## src/rtl/adc_cmd_pkg.sv

```systemverilog
package adc_cmd_pkg;
    localparam int CMD_W = 6;

    localparam logic [CMD_W-1:0] CODE_CONV = 6'b000001;
    localparam logic [CMD_W-1:0] CODE_CAL  = 6'b000010;
    localparam logic [CMD_W-1:0] CODE_STAT = 6'b000100;

    typedef enum logic [1:0] {
        OP_IDLE,
        OP_CONV,
        OP_CAL
    } op_e;

    typedef enum logic [1:0] {
        CMD_NONE,
        CMD_CONV,
        CMD_CAL,
        CMD_STAT
    } cmd_e;
endpackage

```

## src/rtl/adc_strobe_sync.sv

```systemverilog
// Multi-stage synchroniser for active-low asynchronous strobes (idle high).
module adc_strobe_sync #(
    parameter int W      = 3,
    parameter int STAGES = 2
) (
    input  logic         clk,
    input  logic         rst_n,
    input  logic [W-1:0] async_in,
    output logic [W-1:0] sync_out
);
    logic [W-1:0] stage_d [STAGES];
    logic [W-1:0] stage_q [STAGES];

    always_comb begin
        stage_d[0] = async_in;
        for (int i = 1; i < STAGES; i++) begin
            stage_d[i] = stage_q[i-1];
        end
    end

    generate
        for (genvar g = 0; g < STAGES; g++) begin : g_stage
            always_ff @(posedge clk or negedge rst_n) begin
                if (!rst_n) stage_q[g] <= '1;
                else        stage_q[g] <= stage_d[g];
            end
        end
    endgenerate

    assign sync_out = stage_q[STAGES-1];
endmodule

```

## src/rtl/adc_bus_if.sv

```systemverilog
// Detects host access combinations, holds the write code and decodes it.
module adc_bus_if
    import adc_cmd_pkg::*;
(
    input  logic             clk,
    input  logic             rst_n,
    input  logic             cs_s,
    input  logic             rd_s,
    input  logic             wr_s,
    input  logic [CMD_W-1:0] code_in,
    output logic             rd_act,
    output logic             rd_begin,
    output logic             rd_end,
    output logic             wr_begin,
    output cmd_e             cmd,
    output logic             ready
);
    typedef struct packed {
        logic             rd_act;
        logic             wr_act;
        logic [CMD_W-1:0] hold;
        logic             ready;
    } bif_t;

    bif_t d, q;
    logic rd_now, wr_now, wr_end;

    always_comb begin
        rd_now   = !cs_s && !rd_s;
        wr_now   = !cs_s && !wr_s;
        rd_begin = rd_now && !q.rd_act;
        rd_end   = !rd_now && q.rd_act;
        wr_begin = wr_now && !q.wr_act;
        wr_end   = !wr_now && q.wr_act;

        d        = q;
        d.rd_act = rd_now;
        d.wr_act = wr_now;
        d.ready  = !(rd_begin || wr_begin);
        if (wr_now) d.hold = code_in;

        cmd = CMD_NONE;
        if (wr_end) begin
            if      (q.hold == CODE_CONV) cmd = CMD_CONV;
            else if (q.hold == CODE_CAL)  cmd = CMD_CAL;
            else if (q.hold == CODE_STAT) cmd = CMD_STAT;
        end
    end

    always_ff @(posedge clk or negedge rst_n) begin
        if (!rst_n) begin
            q <= '{rd_act: 1'b0, wr_act: 1'b0, hold: '0, ready: 1'b1};
        end else begin
            q <= d;
        end
    end

    assign rd_act = q.rd_act;
    assign ready  = q.ready;
endmodule

```

## src/rtl/adc_cmd_seq.sv

```systemverilog
// Top: synchroniser, bus decoder and operation sequencer.
module adc_cmd_seq
    import adc_cmd_pkg::*;
#(
    parameter int DATA_W      = 16,
    parameter int RES_W       = 13,
    parameter int CONV_CYCLES = 24,
    parameter int CAL_CYCLES  = 300,
    parameter int SYNC_STAGES = 2
) (
    input  logic              clk,
    input  logic              rst_n,
    input  logic              cs_n,
    input  logic              rd_n,
    input  logic              wr_n,
    input  logic [DATA_W-1:0] bus_in,
    output logic [DATA_W-1:0] bus_out,
    output logic              bus_oe,
    output logic              ready,
    output logic              int_n,
    output logic              conv_start,
    output logic              cal_start,
    input  logic [RES_W-1:0]  core_result
);
    localparam int CNT_W = $clog2(CAL_CYCLES + 1);
    localparam logic [CNT_W-1:0] CONV_LAST = CNT_W'(CONV_CYCLES - 1);
    localparam logic [CNT_W-1:0] CAL_LAST  = CNT_W'(CAL_CYCLES - 1);

    typedef struct packed {
        op_e              op;
        logic [CNT_W-1:0] cnt;
        logic             int_n;
        logic [RES_W-1:0] result;
        logic             cal_ok;
        logic             stat_sel;
        logic             conv_go;
        logic             cal_go;
    } seq_t;

    logic [2:0] strobe_s;
    logic       rd_act, rd_begin, rd_end, wr_begin;
    cmd_e       cmd;
    seq_t       d, q;
    logic       done;
    logic       stat_sel_w;
    wire        unused_upper = ^bus_in[DATA_W-1:CMD_W];

    adc_strobe_sync #(.W(3), .STAGES(SYNC_STAGES)) u_sync (
        .clk      (clk),
        .rst_n    (rst_n),
        .async_in ({cs_n, rd_n, wr_n}),
        .sync_out (strobe_s)
    );

    adc_bus_if u_bus (
        .clk      (clk),
        .rst_n    (rst_n),
        .cs_s     (strobe_s[2]),
        .rd_s     (strobe_s[1]),
        .wr_s     (strobe_s[0]),
        .code_in  (bus_in[CMD_W-1:0]),
        .rd_act   (rd_act),
        .rd_begin (rd_begin),
        .rd_end   (rd_end),
        .wr_begin (wr_begin),
        .cmd      (cmd),
        .ready    (ready)
    );

    always_comb begin
        d         = q;
        d.conv_go = 1'b0;
        d.cal_go  = 1'b0;
        done      = ((q.op == OP_CONV) && (q.cnt == CONV_LAST)) ||
                    ((q.op == OP_CAL)  && (q.cnt == CAL_LAST));

        // host access clears the interrupt; completion below takes priority
        if (rd_begin || wr_begin) d.int_n = 1'b1;

        if (q.op != OP_IDLE) begin
            d.cnt = q.cnt + 1'b1;
            if (done) begin
                d.op    = OP_IDLE;
                d.cnt   = '0;
                d.int_n = 1'b0;
                if (q.op == OP_CONV) d.result = core_result;
                else                 d.cal_ok = 1'b1;
            end
        end

        if (rd_end) d.stat_sel = 1'b0;

        case (cmd)
            CMD_CONV: if (d.op != OP_CAL) begin
                d.op      = OP_CONV;
                d.cnt     = '0;
                d.conv_go = 1'b1;
            end
            CMD_CAL: if (d.op == OP_IDLE) begin
                d.op     = OP_CAL;
                d.cnt    = '0;
                d.cal_go = 1'b1;
            end
            CMD_STAT: d.stat_sel = 1'b1;
            default: ;
        endcase
    end

    always_ff @(posedge clk or negedge rst_n) begin
        if (!rst_n) begin
            q <= '{op: OP_IDLE, cnt: '0, int_n: 1'b1, result: '0,
                   cal_ok: 1'b0, stat_sel: 1'b0, conv_go: 1'b0, cal_go: 1'b0};
        end else begin
            q <= d;
        end
    end

    assign stat_sel_w = q.stat_sel;
    assign bus_oe     = rd_act;
    assign int_n      = q.int_n;
    assign conv_start = q.conv_go;
    assign cal_start  = q.cal_go;

    always_comb begin
        if (!rd_act)         bus_out = '0;
        else if (stat_sel_w) bus_out = {q.cal_ok, {(DATA_W-1){1'b0}}};
        else                 bus_out = {{(DATA_W-RES_W){q.result[RES_W-1]}}, q.result};
    end
endmodule

```

## config.mk

```make
export PLATFORM = sky130hd
export DESIGN_NAME = adc_cmd_seq
export DESIGN_NICKNAME = d
export VERILOG_FILES = /design/src/rtl/adc_cmd_pkg.sv /design/src/rtl/adc_strobe_sync.sv /design/src/rtl/adc_bus_if.sv /design/src/rtl/adc_cmd_seq.sv
export SDC_FILE = /design/constraint.sdc
export NUM_CORES = 1
export LEC_CHECK = 0
export BUFFER_PORTS_ARGS = -buffer_cell sky130_fd_sc_hd__buf_2
export CORE_MARGIN = 2
export CORE_UTILIZATION = 49
export CTS_BUF_LIST = sky130_fd_sc_hd__clkbuf_8
export CTS_CLUSTER_DIAMETER = 200
export CTS_CLUSTER_SIZE = 40
export DETAILED_ROUTE_END_ITERATION = 12
export GPL_TIMING_DRIVEN = 1
export PLACE_DENSITY = 0.78
export SETUP_SLACK_MARGIN = 0.1
export SLEW_MARGIN = 20
export SYNTH_ARGS = -nofsm -noshare
export SYNTH_HDL_FRONTEND = slang
export SYNTH_SLANG_ARGS = --single-unit
```

## constraint.sdc

```tcl
create_clock -name clk -period 2.2 [get_ports clk]
set_clock_uncertainty 0.1 [all_clocks]
set_input_delay 0.11 -clock clk [delete_from_list [all_inputs] [get_ports clk]]
set_output_delay 0.11 -clock clk [all_outputs]
set_load 0.02 [all_outputs]
```

==> flow_metrics.py <==
metrics = {
    "synth": {
        "number_of_synthesized_flops_with_an_enable_pin": 0,
        "synth_nets": 212,
        "synth.avg_cell_area_um2": 12.2,
        "synth_largest_type_area_fraction": 0.424,
        "netlist_area_um2": 2130,
        "leading_area_contributor_after_synthesis": "sky130_fd_sc_hd__dfrtp_1",
        "synth-seq-area-share": 0.522,
        "synth.top_cells.by_area": "sky130_fd_sc_hd__dfrtp_1 42%, sky130_fd_sc_hd__dfstp_2 9.9%, sky130_fd_sc_hd__mux2_4 7.1%",
        "synth_ff_type": "sky130_fd_sc_hd__dfrtp_1",
        "yosys_warnings": 0,
        "synthesis.instances": 174,
        "ys_seq_elements": 44,
        "ys_types": 49,
        "async_flop_share": 1.00,
    },
    "floorplan": {
        "floorplan.die.height_um": 69.9,
        "std_cell_rows": 23,
        "boundaryPins": 55,
        "floorplan.die_area_um2": 4880,
        "initial_core_util": 0.521,
        "die_w_um": 69.9,
        "core_region_um2": 4090,
    },
    "min_path": {
        "worstHoldPathCells": 0,
        "worstHoldPathType": "reg2reg",
    },
    "critical_path": {
        "cp.arrival_ns": 2.31,
        "crit_reg_reg_startpoint": "u_bus.q[4]",
        "cp_class": "reg2reg",
        "setup.reg_to_reg.worst_slack_ns": -0.003,
        "worstPathMaxFanout": 2,
        "startpoint_type": "flip-flop",
        "rr_worst_depth": 9,
        "critPathMostFrequentCell": "sky130_fd_sc_hd__o21ai_1",
        "cp-end-kind": "flip-flop",
        "worst_ep_required_time_ns": 2.31,
        "critical_path_s_largest_stage_delay_ns": 0.39,
        "worstSetupStartpoint": "u_bus.q[4]",
        "worst_setup_path_endpoint": "q[18]",
        "critical_path_slowest_stage_cell": "sky130_fd_sc_hd__dfrtp_1",
        "reg2reg_to": "q[18]",
        "path_cells": "nor4b_2, o21ai_1, or3_4, inv_4, ha_4, and3b_2, nor3_2, or3_1, o21ai_1",
    },
    "sta": {
        "finalHoldWorstSlack_ns": 0.258,
        "final_setup_violations": 1,
        "setup_total_negative_slack_ns": -0.00284,
        "fin_crit_share": 1.00,
        "max_slew_margin": 0.647,
        "shortest_clock_period_the_worst_path_allows_after_layout_ns": 2.20,
        "grt_setup_unrepaired": "true",
        "timing_hold_violations_final": 0,
        "timing.final.max_slew_violations": 0,
        "fmax_ghz": 0.454,
        "least_margin_pin_slew_ns": 0.529,
        "fin_ws_ns": -0.00284,
    },
    "layout": {
        "fin_nets": 289,
        "layout.area.seq_um2": 1110,
        "multi_input_area_um2": 1050,
        "filler_cell_count": 276,
        "syn2layout_area_growth_pct": 35.2,
        "diodes": 0,
        "drive_gt1_frac": 0.476,
    },
    "run_status": {
        "violations": "setup timing",
        "run_status": "finished with violations",
    },
    "placement": {
        "gpl.final_weighted_congestion": 0.804,
        "io_buffer_count": 44,
        "final_hpwl_from_detailed_placement_um": 2650,
    },
    "drt": {
        "routed_wirelength_um": 4230,
        "via_per_inst": 5.20,
        "ant_nets": 0,
        "total_via_count_after_detailed_routing": 1570,
        "routedWlPerCell_um": 14.0,
        "drt-initial-drc-count": 77,
        "drt_first_pass_iters": 4,
        "remaining_drc_errors": 0,
    },
    "grt": {
        "track_usage": 0.187,
        "antenna_found_initial": 0,
        "largest_net_degree_at_the_start_of_global_routing": 45,
        "number_of_global_route_vias_before_repair": 1616,
        "overflow": 0,
        "grt_first_pass_wirelength_um": 7220,
    },
    "cts": {
        "cts_max_level": 2,
        "cts_tree": "built",
        "clk_pin_slew_ns": 0.08,
        "clkSinkCount": 44,
        "insertion_delay_ns": 0.29,
        "clk_root_buffer_cell": "sky130_fd_sc_hd__clkbuf_8",
        "max-clock-path-buffers": 2,
        "tritoncts.num_buffers": 5,
    },
    "power_and_ir_drop": {
        "worst_ir_drop_vdd_mv": 0.375,
        "power-per-cell-area_nw_per_um2": 550,
        "p_leak_nw": 1.39,
    },
    "run": {
        "drv.max_cap_violation_count": 0,
    },
}
## worst min path at each step
| stage | from | to |
|---|---|---|
| finish | u_sync.stage_d[2] | u_sync.sync_out[2] |
| global route | u_sync.stage_d[0] | u_sync.sync_out[0] |
| CTS | u_sync.stage_d[1] | u_sync.sync_out[1] |
| detailed placement | rst_n | u_bus.q[3] |
| global placement | rst_n | q[23] |
| floorplan | rst_n | cal_start |
## repair_timing
action	CTS	global route
buffers inserted	2	0
cloned	0	0
endpoints found under the hold margin	58	0
resized for setup	11	15
pin swaps	1	7
hold buffers	23	0
setup endpoints to repair	11	11
## worst max-delay path, delay by kind of cell (launching register included)
family / cells / cell delay, ns
flip-flops: 1 / 0.39
AO/OA/AOI/OAI: 2 / 0.25
AND/OR/NAND/NOR: 5 / 1.18
adder cells (fa/ha/maj): 1 / 0.12
buffers and inverters: 1 / 0.08
## kinds of logic after synthesis
family                     Yosys count  synth area share
AOI/OAI and AO/OA                   21            0.0682
DFF                                 44             0.522
xor gates and xnor gates             9            0.0371
and+or+nand+nor                     63             0.185
buffers and inverters               13            0.0406
muxes                               20             0.123
adders and majority gates            4            0.0235
## sequential cells by signal (all words and copies together), names as in the netlist
register         flops
cal_start            1
conv_start           1
int_n                1
q                   25
stat_sel_w           1
u_bus.q              7
u_bus.rd_act         1
u_bus.ready          1
u_sync.stage_d       3
u_sync.sync_out      3
## synthesized netlist by cell type (2+ instances only)
| cell type | n |
|---|---|
| sky130_fd_sc_hd__o21ai_0 | 6 |
| sky130_fd_sc_hd__dfrtp_1 | 36 |
| sky130_fd_sc_hd__a21o_1 | 3 |
| sky130_fd_sc_hd__xnor2_1 | 5 |
| sky130_fd_sc_hd__nor3_1 | 11 |
| sky130_fd_sc_hd__or3_1 | 3 |
| sky130_fd_sc_hd__dfstp_2 | 8 |
| sky130_fd_sc_hd__mux2_4 | 10 |
| sky130_fd_sc_hd__nor4b_1 | 2 |
| sky130_fd_sc_hd__a21oi_1 | 3 |
| sky130_fd_sc_hd__and2_1 | 13 |
| sky130_fd_sc_hd__nand3_1 | 4 |
| sky130_fd_sc_hd__mux2_2 | 9 |
| sky130_fd_sc_hd__nor2_1 | 9 |
| sky130_fd_sc_hd__xor2_1 | 4 |
| sky130_fd_sc_hd__nand2_1 | 5 |
| sky130_fd_sc_hd__ha_1 | 4 |
| sky130_fd_sc_hd__buf_4 | 3 |
| sky130_fd_sc_hd__inv_1 | 4 |
| sky130_fd_sc_hd__nor2b_1 | 3 |
## layer usage
| layer | vias up | global-route usage | routed length [um] |
|---|---|---|---|
| met2 | 38 | 0.322 | 2240 |
| met3 | 4 | 0.0519 | 161 |
| li1 | 762 | - | - |
| met1 | 766 | 0.226 | 1780 |
| met4 | 0 | 0.0641 | 48 |
| met5 | - | 0 | 0 |
## cell type report
class | count | area share
Sequential cell | 44 | 0.386
Clock buffer | 5 | 0.0239
Multi-Input combinational cell | 117 | 0.366
Clock inverter | 3 | 0.00652
Timing Repair Buffer | 79 | 0.189
Tap cell | 50 | 0.0217
Inverter | 4 | 0.00609
## through the flow
stage	worst slack (ns)	util	area [um^2]	instances	total power (W)
after floorplan	0.0599	-	2150	174	0.00100
after global placement	-0.00801	0.596	2430	269	0.00106
after detailed placement	-0.139	0.596	2430	269	0.00107
after CTS	-0.00863	0.688	2810	302	0.00159
after global routing	-0.162	0.704	2880	302	0.00166
final	-0.00284	0.704	2880	302	0.00158
## where the power goes
part           switching [W]  internal, W
Combinational      0.0000873     0.000112
Sequential         0.0000365     0.000860
Clock               0.000265     0.000221
Total               0.000389      0.00119
## cells in the final DEF (no fill, tap or decap), drive strengths merged, types with 2 or more instances in the layout
cell          n
buf          56
dfrtp        36
dlygate4sd3  23
mux2         19
and2         13
nor3         11
nor2          9
dfstp         8
nand2         6
o21ai         6
xnor2         5
clkbuf        5
nand3         4
xor2          4
a21oi         4
inv           4
ha            4
a21o          3
or3           3
nor2b         3
clkinv        3
nor4b         2
and4bb        2
nor3b         2
and3          2
Power figures use the tool's default switching activity.
